--- config.mk ---
export PLATFORM = sky130hd
export DESIGN_NAME = irq_prio_engine
export DESIGN_NICKNAME = d
export VERILOG_FILES = /design/src/rtl/irqp_pkg.sv /design/src/rtl/irqp_rot_first.sv /design/src/rtl/irq_prio_engine.sv
export SDC_FILE = /design/constraint.sdc
export NUM_CORES = 1
export LEC_CHECK = 0
export ABC_AREA = 1
export BUFFER_PORTS_ARGS = -buffer_cell sky130_fd_sc_hd__buf_2
export CELL_PAD_IN_SITES_DETAIL_PLACEMENT = 1
export CELL_PAD_IN_SITES_GLOBAL_PLACEMENT = 1
export CORE_MARGIN = 1.5
export CORE_UTILIZATION = 38
export DETAILED_ROUTE_END_ITERATION = 8
export PLACE_DENSITY = 0.88
export SLEW_MARGIN = 10
export SYNTH_ARGS = -nofsm -noshare
export SYNTH_HDL_FRONTEND = slang
export SYNTH_SLANG_ARGS = --single-unit
--- constraint.sdc ---
create_clock -name clk -period 4.5 [get_ports clk]
set_input_delay 0.45 -clock clk [delete_from_list [all_inputs] [get_ports clk]]
set_output_delay 0.45 -clock clk [all_outputs]
set_load 0.05 [all_outputs]
--- src/rtl/irqp_pkg.sv ---
package irqp_pkg;

    typedef enum logic [1:0] {
        EOI_NONE    = 2'd0,
        EOI_NONSPEC = 2'd1,
        EOI_SPEC    = 2'd2,
        EOI_RSVD    = 2'd3
    } eoi_kind_e;

endpackage

--- src/rtl/irqp_rot_first.sv ---
module irqp_rot_first #(
    parameter int N_PINS = 8,
    localparam int PIN_W = $clog2(N_PINS)
) (
    input  logic [N_PINS-1:0] vec_i,
    input  logic [PIN_W-1:0]  low_i,
    output logic              hit_o,
    output logic [PIN_W-1:0]  pin_o
);

    logic [PIN_W-1:0] cand;

    // Walk pins from low_i+1 upward, wrapping; the first set bit wins.
    always_comb begin
        hit_o = 1'b0;
        pin_o = low_i;
        cand  = '0;
        for (int k = 0; k < N_PINS; k++) begin
            cand = low_i + PIN_W'(k + 1);
            if (!hit_o && vec_i[cand]) begin
                hit_o = 1'b1;
                pin_o = cand;
            end
        end
    end

endmodule

--- src/rtl/irq_prio_engine.sv ---
module irq_prio_engine
    import irqp_pkg::*;
#(
    parameter int N_PINS      = 8,
    parameter int CASCADE_PIN = 2,
    parameter int VEC_W       = 8,
    localparam int PIN_W      = $clog2(N_PINS)
) (
    input  logic                   clk,
    input  logic                   rst_n,
    input  logic [N_PINS-1:0]      set_irr_i,
    input  logic [N_PINS-1:0]      src_active_i,
    input  logic [N_PINS-1:0]      mask_i,
    input  logic                   auto_eoi_i,
    input  logic                   rotate_i,
    input  logic                   sfnm_i,
    input  logic                   smm_i,
    input  logic                   ack_i,
    input  logic [PIN_W-1:0]       ack_pin_i,
    input  logic [1:0]             eoi_cmd_i,
    input  logic [PIN_W-1:0]       eoi_pin_i,
    input  logic                   prio_set_i,
    input  logic [PIN_W-1:0]       prio_pin_i,
    input  logic [VEC_W-PIN_W-1:0] base_i,
    output logic                   req_valid_o,
    output logic [PIN_W-1:0]       req_pin_o,
    output logic                   eoi_valid_o,
    output logic [PIN_W-1:0]       eoi_pin_o,
    output logic [VEC_W-1:0]       vector_o,
    output logic                   intr_o,
    output logic [N_PINS-1:0]      irr_o,
    output logic [N_PINS-1:0]      isr_o,
    output logic [PIN_W-1:0]       lowprio_o
);

    localparam logic [N_PINS-1:0] CASC_BIT = N_PINS'(1) << CASCADE_PIN;
    localparam logic [PIN_W-1:0]  SPUR_PIN = PIN_W'(N_PINS - 1);
    localparam logic [PIN_W-1:0]  LOW_RST  = PIN_W'(N_PINS - 1);

    typedef struct packed {
        logic [N_PINS-1:0] irr;
        logic [N_PINS-1:0] isr;
        logic [PIN_W-1:0]  lowprio;
        logic              intr;
    } eng_state_t;

    eng_state_t st_q, st_d;

    // ---------------- priority searches ----------------
    logic [N_PINS-1:0] blk_vec, elig_vec, eoi_cand;
    logic              pend_hit, eoi_hit;
    logic [PIN_W-1:0]  pend_pin, eoi_sel;

    always_comb begin
        blk_vec  = smm_i ? '0 : (st_q.isr & ~(sfnm_i ? CASC_BIT : '0));
        elig_vec = st_q.irr & ~mask_i;
        eoi_cand = smm_i ? (st_q.isr & ~mask_i) : st_q.isr;
    end

    irqp_rot_first #(.N_PINS(N_PINS)) u_pend_scan (
        .vec_i (blk_vec | elig_vec),
        .low_i (st_q.lowprio),
        .hit_o (pend_hit),
        .pin_o (pend_pin)
    );

    irqp_rot_first #(.N_PINS(N_PINS)) u_eoi_scan (
        .vec_i (eoi_cand),
        .low_i (st_q.lowprio),
        .hit_o (eoi_hit),
        .pin_o (eoi_sel)
    );

    // A blocking in-service level reached first ends the search empty.
    assign req_valid_o = pend_hit && !blk_vec[pend_pin];
    assign req_pin_o   = pend_pin;
    assign eoi_valid_o = eoi_hit;
    assign eoi_pin_o   = eoi_sel;
    assign vector_o    = {base_i, (req_valid_o ? req_pin_o : SPUR_PIN)};

    // ---------------- next state ----------------
    eoi_kind_e eoi_kind;
    assign eoi_kind = eoi_kind_e'(eoi_cmd_i);

    always_comb begin
        st_d = st_q;

        if (ack_i) begin
            st_d.intr = 1'b0;
            if (!src_active_i[ack_pin_i]) begin
                st_d.irr[ack_pin_i] = 1'b0;
            end
            if (auto_eoi_i) begin
                if (rotate_i) begin
                    st_d.lowprio = ack_pin_i;
                end
            end else begin
                st_d.isr[ack_pin_i] = 1'b1;
            end
        end else if (req_valid_o) begin
            st_d.intr = 1'b1;
        end

        // New requests override an acknowledge clear on the same pin.
        st_d.irr = st_d.irr | set_irr_i;

        case (eoi_kind)
            EOI_SPEC: begin
                st_d.isr[eoi_pin_i] = 1'b0;
                if (rotate_i) begin
                    st_d.lowprio = eoi_pin_i;
                end
            end
            EOI_NONSPEC: begin
                if (eoi_valid_o) begin
                    st_d.isr[eoi_pin_o] = 1'b0;
                    if (rotate_i) begin
                        st_d.lowprio = eoi_pin_o;
                    end
                end
            end
            default: begin
            end
        endcase

        if (prio_set_i) begin
            st_d.lowprio = prio_pin_i;
        end
    end

    always_ff @(posedge clk) begin
        if (!rst_n) begin
            st_q.irr     <= '0;
            st_q.isr     <= '0;
            st_q.lowprio <= LOW_RST;
            st_q.intr    <= 1'b0;
        end else begin
            st_q <= st_d;
        end
    end

    assign irr_o     = st_q.irr;
    assign isr_o     = st_q.isr;
    assign lowprio_o = st_q.lowprio;
    assign intr_o    = st_q.intr;

    // ---------------- assertions ----------------
    a_r3_pend_is_eligible: assert property (@(posedge clk) disable iff (!rst_n)
        req_valid_o |-> (irr_o[req_pin_o] && !mask_i[req_pin_o]));

    a_r6_eoi_in_service: assert property (@(posedge clk) disable iff (!rst_n)
        eoi_valid_o |-> isr_o[eoi_pin_o]);

    a_r5_smm_skips_masked: assert property (@(posedge clk) disable iff (!rst_n)
        (eoi_valid_o && smm_i) |-> !mask_i[eoi_pin_o]);

    a_r9_ack_drops_line: assert property (@(posedge clk) disable iff (!rst_n)
        ack_i |=> !intr_o);

    a_r9_line_held: assert property (@(posedge clk) disable iff (!rst_n)
        (intr_o && !ack_i) |=> intr_o);

    a_r10_strobe_lands: assert property (@(posedge clk) disable iff (!rst_n)
        (set_irr_i != '0) |=> ((irr_o & $past(set_irr_i)) == $past(set_irr_i)));

    a_r7_ack_sets_isr: assert property (@(posedge clk) disable iff (!rst_n)
        (ack_i && !auto_eoi_i && (eoi_cmd_i == 2'd0)) |=> isr_o[$past(ack_pin_i)]);

endmodule

* Yosys cells after proc, flatten, opt, wreduce, memory -nomap -nowiden *
Index checks and enable logic that the tools add are counted.
W data, S select, Z words.

cells by class
  $add $sub $neg = 7
  $lt $le $gt $ge = 15
  equal/unequal tests = 2
  muxes and demuxes = 88
  bitwise gates (word level) = 15
  reduce and logical (&&, ||, !) cells = 34

operator list
  cell                   number
  $mux W3                23
  $bmux W1 S3            18
  $and A8 B8 Y8          6
  $lt A3 B4 Y1 const B   12
  $mux W1                37
  $mux W8                4
  $not A8 Y8             4
  $or A8 B8 Y8           3
  $pmux W11 S2           1
  $mux W19               1
  $logic_and A1 B1 Y1    18
  $logic_not A1 Y1       15
  $add A3 B3 Y3 const B  4
  $mux W11               1
  $demux W1 S3           3
  $ge A3 B1 Y1 const B   3
  $not A3 Y8             1
  $add A3 B2 Y3 const B  2
  $add A3 B1 Y3 const B  1
  $eq A2 B1 Y1 const B   1
  $eq A2 B2 Y1 const B   1
  $reduce_or A2 Y1       1
  $not A1 Y1             1

word-level totals
  flip-flop bits (word level) = 20
  input port bits = 48
  output and inout port bits = 36
  logic and storage cells = 165

* Logic depth before layout (Yosys ltp) *
  word-level depth = 36
  gate-level depth with buffers = 25
  depth with buffers taken out = 22

* Hierarchy *
A second synthesis with hierarchy kept.

second synthesis, totals
  cells, all modules = 554
  area total of the unflattened synthesis = 3036.7 um^2

by module, submodules not included
  module           instances  cells each  area an instance (um^2)  sequential area each (um^2)
  irq_prio_engine  1          270         1602.8                   400.4
  irqp_rot_first   2          142         716.9                    0.0

* Worst setup path after synthesis *
No wires, ideal clock.

  path kind = reg2out
  start = register st_q (netlist bit lowprio_o[1])
  end = output port vector_o[0]
  arrival = 4.039 ns
  data required time = 4.050 ns
  setup slack = 0.011 ns
  cell stages (with the launch flop) = 23
  buffers on the path = 3
  cell sequence = dfxtp_1 -> clkbuf_2 -> inv_1 -> buf_2 -> ha_1 -> buf_2 -> clkinv_1 -> nand3_1 -> nand3_2 -> nand2_4 -> nand3_4 -> nor2_4 -> nand4_2 -> nand2_1 -> inv_2 -> nand2_1 -> nand2_1 -> nand2_1 -> nand2_1 -> nand2_1 -> nand3_2 -> inv_2 -> nand3_1

on the way
  cells in the longest elaborated chain, start to end = 30
  elaborated cells between the ends (all ways) = 58
  those cells by class = add/sub (7); mux (35); reduce/logical (16)

ends and longest elaborated chain
  what                               RTL line                RTL
  from (decl)                        irq_prio_engine.sv:47   eng_state_t st_q, st_d;
  from (signal assigned)             irq_prio_engine.sv:138  st_q <= st_d;
  $add A3 B1 Y3                      irqp_rot_first.sv:19    cand = low_i + PIN_W'(k + 1);
  $bmux W1 S3                        irqp_rot_first.sv:20    if (!hit_o && vec_i[cand]) begin
  $mux W1 (implied by the code)      irqp_rot_first.sv:20
  $mux W1                            irqp_rot_first.sv:20
  $logic_not A1 Y1                   irqp_rot_first.sv:20
  $logic_and A1 B1 Y1                irqp_rot_first.sv:20
  $mux W1                            irqp_rot_first.sv:20
  $logic_not A1 Y1                   irqp_rot_first.sv:20
  [... 16 more ...]                  --
  $mux W3 (*)                        irqp_rot_first.sv:20
  named net req_pin_o[1]             irq_prio_engine.sv:26   output logic [PIN_W-1:0] req_pin_o,
  $bmux W1 S3 (*)                    irq_prio_engine.sv:75   assign req_valid_o = pend_hit && !blk_vec[pend_pin];
  $mux W1 (implied by the code) (*)  irq_prio_engine.sv:75
  $logic_not A1 Y1 (*)               irq_prio_engine.sv:75
  $logic_and A1 B1 Y1 (*)            irq_prio_engine.sv:75
  named net req_valid_o              irq_prio_engine.sv:25   output logic req_valid_o,
  $mux W3 (*)                        irq_prio_engine.sv:79   assign vector_o = {base_i, (req_valid_o ? req_pin_o : SPUR_PIN)};
  to (decl)                          irq_prio_engine.sv:29   output logic [VEC_W-1:0] vector_o,

The timed path passes the listed nets; every way through them passes the cells marked *. The select of a mux whose other input is x is not followed.

* Worst setup path in the final report *
  start = register st_q (netlist bit lowprio_o[0])
  end = output port vector_o[0]

on the way
  cells in the longest elaborated chain, start to end = 30
  elaborated cells between the ends (all ways) = 58
  those cells by class = add/sub (7); mux (35); reduce/logical (16)

ends and longest elaborated chain
  what                           RTL line
  $add A3 B1 Y3                  irqp_rot_first.sv:19
  $bmux W1 S3                    irqp_rot_first.sv:20
  $mux W1 (implied by the code)  irqp_rot_first.sv:20
  $mux W1                        irqp_rot_first.sv:20
  $logic_not A1 Y1               irqp_rot_first.sv:20
  $logic_and A1 B1 Y1            irqp_rot_first.sv:20
  $mux W1                        irqp_rot_first.sv:20
  $logic_not A1 Y1               irqp_rot_first.sv:20
  [... 14 more ...]              --
  $logic_not A1 Y1               irqp_rot_first.sv:20
  $logic_and A1 B1 Y1            irqp_rot_first.sv:20
  $mux W3                        irqp_rot_first.sv:20
  $bmux W1 S3                    irq_prio_engine.sv:75
  $mux W1 (implied by the code)  irq_prio_engine.sv:75
  $logic_not A1 Y1               irq_prio_engine.sv:75
  $logic_and A1 B1 Y1            irq_prio_engine.sv:75
  $mux W3 (*)                    irq_prio_engine.sv:79

Every way passes the cells marked *; elsewhere a longest branch is shown, timed or not. The select of a mux whose other input is x is not followed.

==> results.tsv <==
stage	metric	value	unit
clocking	cts bufs inserted	3	
grt	Total GRT Usage	26.49	%
clocking	CTS Sinks	20	
floorplanning	core area	7767	um2
clocking	CTS tree	built	
route	DR iter-0 viols	158	
route	Routed Antenna Nets	0	
floorplanning	die area	8604	um2
power_and_ir_drop	Power Density	380.1	nW/um2
floorplanning	Die Ht	92.76	um
timing	Final Slew Violations	0	
worst_setup_path	setup slack, reg-to-reg	1.39	ns
synthesis	count of different cell masters after synthesis	38	
floorplanning	initial core utilization	39.42	%
worst_setup_path	Worst EP required	4.05	ns
synthesis	Synth Cell Area	3062	um2
placed_design	Place WS	0.6541	ns
synthesis	Post-Syn Area per Cell	5.477	um2
placed_design	GPL Wtd Cong	0.9485	
route	wire per inst	16.07	um
clocking	clock-pin slew on the worst setup and hold paths	0.07	ns
timing	final setup fails	0	
clocking	H-tree Lvls	1	
route	Post-Route WL	11500	um
synthesis	Seq/Total Area, Yosys	13.08	%
route	1st-pass router iterations	5	
timing	Final min period	4.004	ns
synthesis	Synth area leader	nand2_1	
grt	antenna violations before repair	0	
power_and_ir_drop	leakage	0.001868	uW
synthesis	cell with the most instances after synthesis	nand2_1	
route	vias per cell	5.511	
synthesis	yosys warns	0	
layout	share of cells above drive strength 1	22.48	%
worst_setup_path	CP max FO	23	
layout	area growth from synthesis to layout	14.26	%
synthesis	Cells after Synth	559	
timing	Max-slew headroom	58.51	%
synthesis	Post-synth top cells	nand2_1, nand3_1, inv_1, a21oi_1, o21ai_0	
timing	RSZ-0062 raised after global routing	no	
worst_setup_path	Worst Path Arrival	3.55	ns
grt	vias in the first global route	3892	
grt	first-pass GRT wire length	18530	um
worst_setup_path	crit path launch type	flop	
worst_setup_path	Crit Path Category	reg -> out	
timing	endpoints failing hold	0	
synthesis	Seq cells post-synth	20	
route	DRC	0	
layout	n_diodes	0	
clocking	Worst-Skew Late Latency	0.26	ns
synthesis	Synth Net Count	611	
clocking	maximum root-to-sink buffer count	2	
timing	Slew @ Worst Pin	0.6215	ns
outcome	status	complete, no violations	
hold_path	worst hold path type	in -> reg	
synthesis	Synth area leaders	nand2_1, nand3_1, dfxtp_1, inv_1, a21oi_1	
timing	TNS Setup	0	ns
synthesis	share of Yosys cell area claimed by the top area cell type	22.31	%
grt	largest net degree at the start of global routing	24	
synthesis	Most used DFF post-synth	dfxtp_1	
timing	hold slack final	0.4098	ns
route	Via Count	3946	
placed_design	port buffer count	73	
timing	Final WS setup	0.4960	ns
placed_design	detailed placement HPWL	9504	um
run	Max-Cap Viols	0	
floorplanning	Top-Level Pins	84	
synthesis	ys async rst share	0	%
timing	Worst Clk Skew	0.002763	ns
layout	Final Core Density	45.04	%
power_and_ir_drop	worst vdd ir	0.0001691	V
floorplanning	FP Rows	32	
worst_setup_path	CP Capture Type	output pin	
floorplanning	Die W	92.76	um
clocking	root buf cell	clkbuf_8	
layout	fin nets	668	
grt	GRT overflow	0	
timing	Max Freq	249.8	MHz
synthesis	EDFF count, synth	0	
timing	part of the cycle the worst path needs	88.98	%
-- cell usage in the layout, fill, tap and decap left out, types with 2 or more instances in the layout --
| cell type | instances |
|---|---|
| o211ai_1 | 3 |
| inv_2 | 8 |
| nand4_2 | 3 |
| nand3b_1 | 3 |
| inv_1 | 63 |
| a21oi_1 | 45 |
| o21ai_1 | 15 |
| nand2_2 | 14 |
| nand3_2 | 5 |
| dfxtp_1 | 19 |
| nor2_2 | 5 |
| buf_2 | 73 |
| nor2_1 | 17 |
| a21oi_2 | 3 |
| clkinv_1 | 3 |
| o31ai_1 | 8 |
| o21ai_2 | 7 |
| xnor2_2 | 3 |
| o21ai_0 | 21 |
| nor2_4 | 2 |
| ha_1 | 4 |
| nand4_1 | 6 |
| nand3_1 | 84 |
| clkbuf_8 | 3 |
| nand2_1 | 182 |
| buf_4 | 3 |
| nand3_4 | 2 |
-- worst paths after layout --
| kind | start | to | depth (start not counted) |
|---|---|---|---|
| worst min-delay path | prio_pin_i[1] | lowprio_o[1] | 3 |
| worst max-delay path | lowprio_o[0] | vector_o[0] | 19 |
| worst min register to register | intr_o | intr_o | 2 |
| worst max register to register | lowprio_o[0] | isr_o[5] | 18 |
-- logic make-up after synthesis --
group                      count (synthesis)  share of synthesized area [%]
buffers and inverters                     99                          13.24
DFF                                       20                          13.08
and+or+nand+nor                          329                          51.16
AOI/OAI and AO/OA                        104                          19.29
adders and majority gates                  4                          1.635
xor gates and xnor gates                   3                          1.594
-- stage by stage --
stage	cell area [um2]	power [uW]	std cells
3_3_place_gp	3456	1175	713
2_1_floorplan	3062	982.9	559
4_1_cts	3497	1326	716
5_1_grt	3498	1429	716
6_report	3498	1330	716
3_5_place_dp	3456	1208	713
-- sequential cells by signal, summed over array words and instances, names as in the netlist --
name and cells:
intr_o 1, lowprio_o 3, irr_o 8, isr_o 8
-- timing repair --
item / CTS / global route
buffers inserted: 0 / 0
setup endpoints to repair: 0 / 3
hold buffers: 0 / 0
resized for setup: 0 / 1
-- area by class of cell --
| type | count | area, um2 |
|---|---|---|
| clock buffer | 3 | 41.29 |
| fill | 1151 | 4269 |
| inverter | 75 | 284.0 |
| multi-input combinational | 440 | 2256 |
| sequential | 20 | 401.6 |
| tap | 102 | 127.6 |
| timing repair buffer | 76 | 387.9 |
-- power by group --
group | total (uW) | switching [uW] | internal, uW
combinational | 1010 | 752 | 253
sequential | 206 | 18.8 | 187
clock | 118 | 58.7 | 59.6
total | 1330 | 830 | 500
-- per-layer routing --
metal	vias to the layer above	wire length, um	GRT usage (%)
met4	0	216	6.944
met1	1868	4967	33.89
met5	-	0	0
li1	1939	-	-
met3	20	537	2.299
met2	119	5783	47.20
-- worst max-delay path, stage by stage (launching register included) --
cell	delay, ns
dfxtp_1	0.47
inv_2	0.26
ha_1	0.39
clkinv_1	0.23
nand3_1	0.22
nand2_1	0.09
nand2_1	0.10
nand2_1	0.14
nor3_2	0.26
nand4_2	0.20
nand2_2	0.18
nand2_1	0.06
nand2_1	0.05
nand2_1	0.05
nand2_1	0.06
nand2_1	0.06
nand3_2	0.09
inv_2	0.05
nand3_1	0.05
buf_2	0.27
No activity file was read; power rests on OpenSTA's default activity.
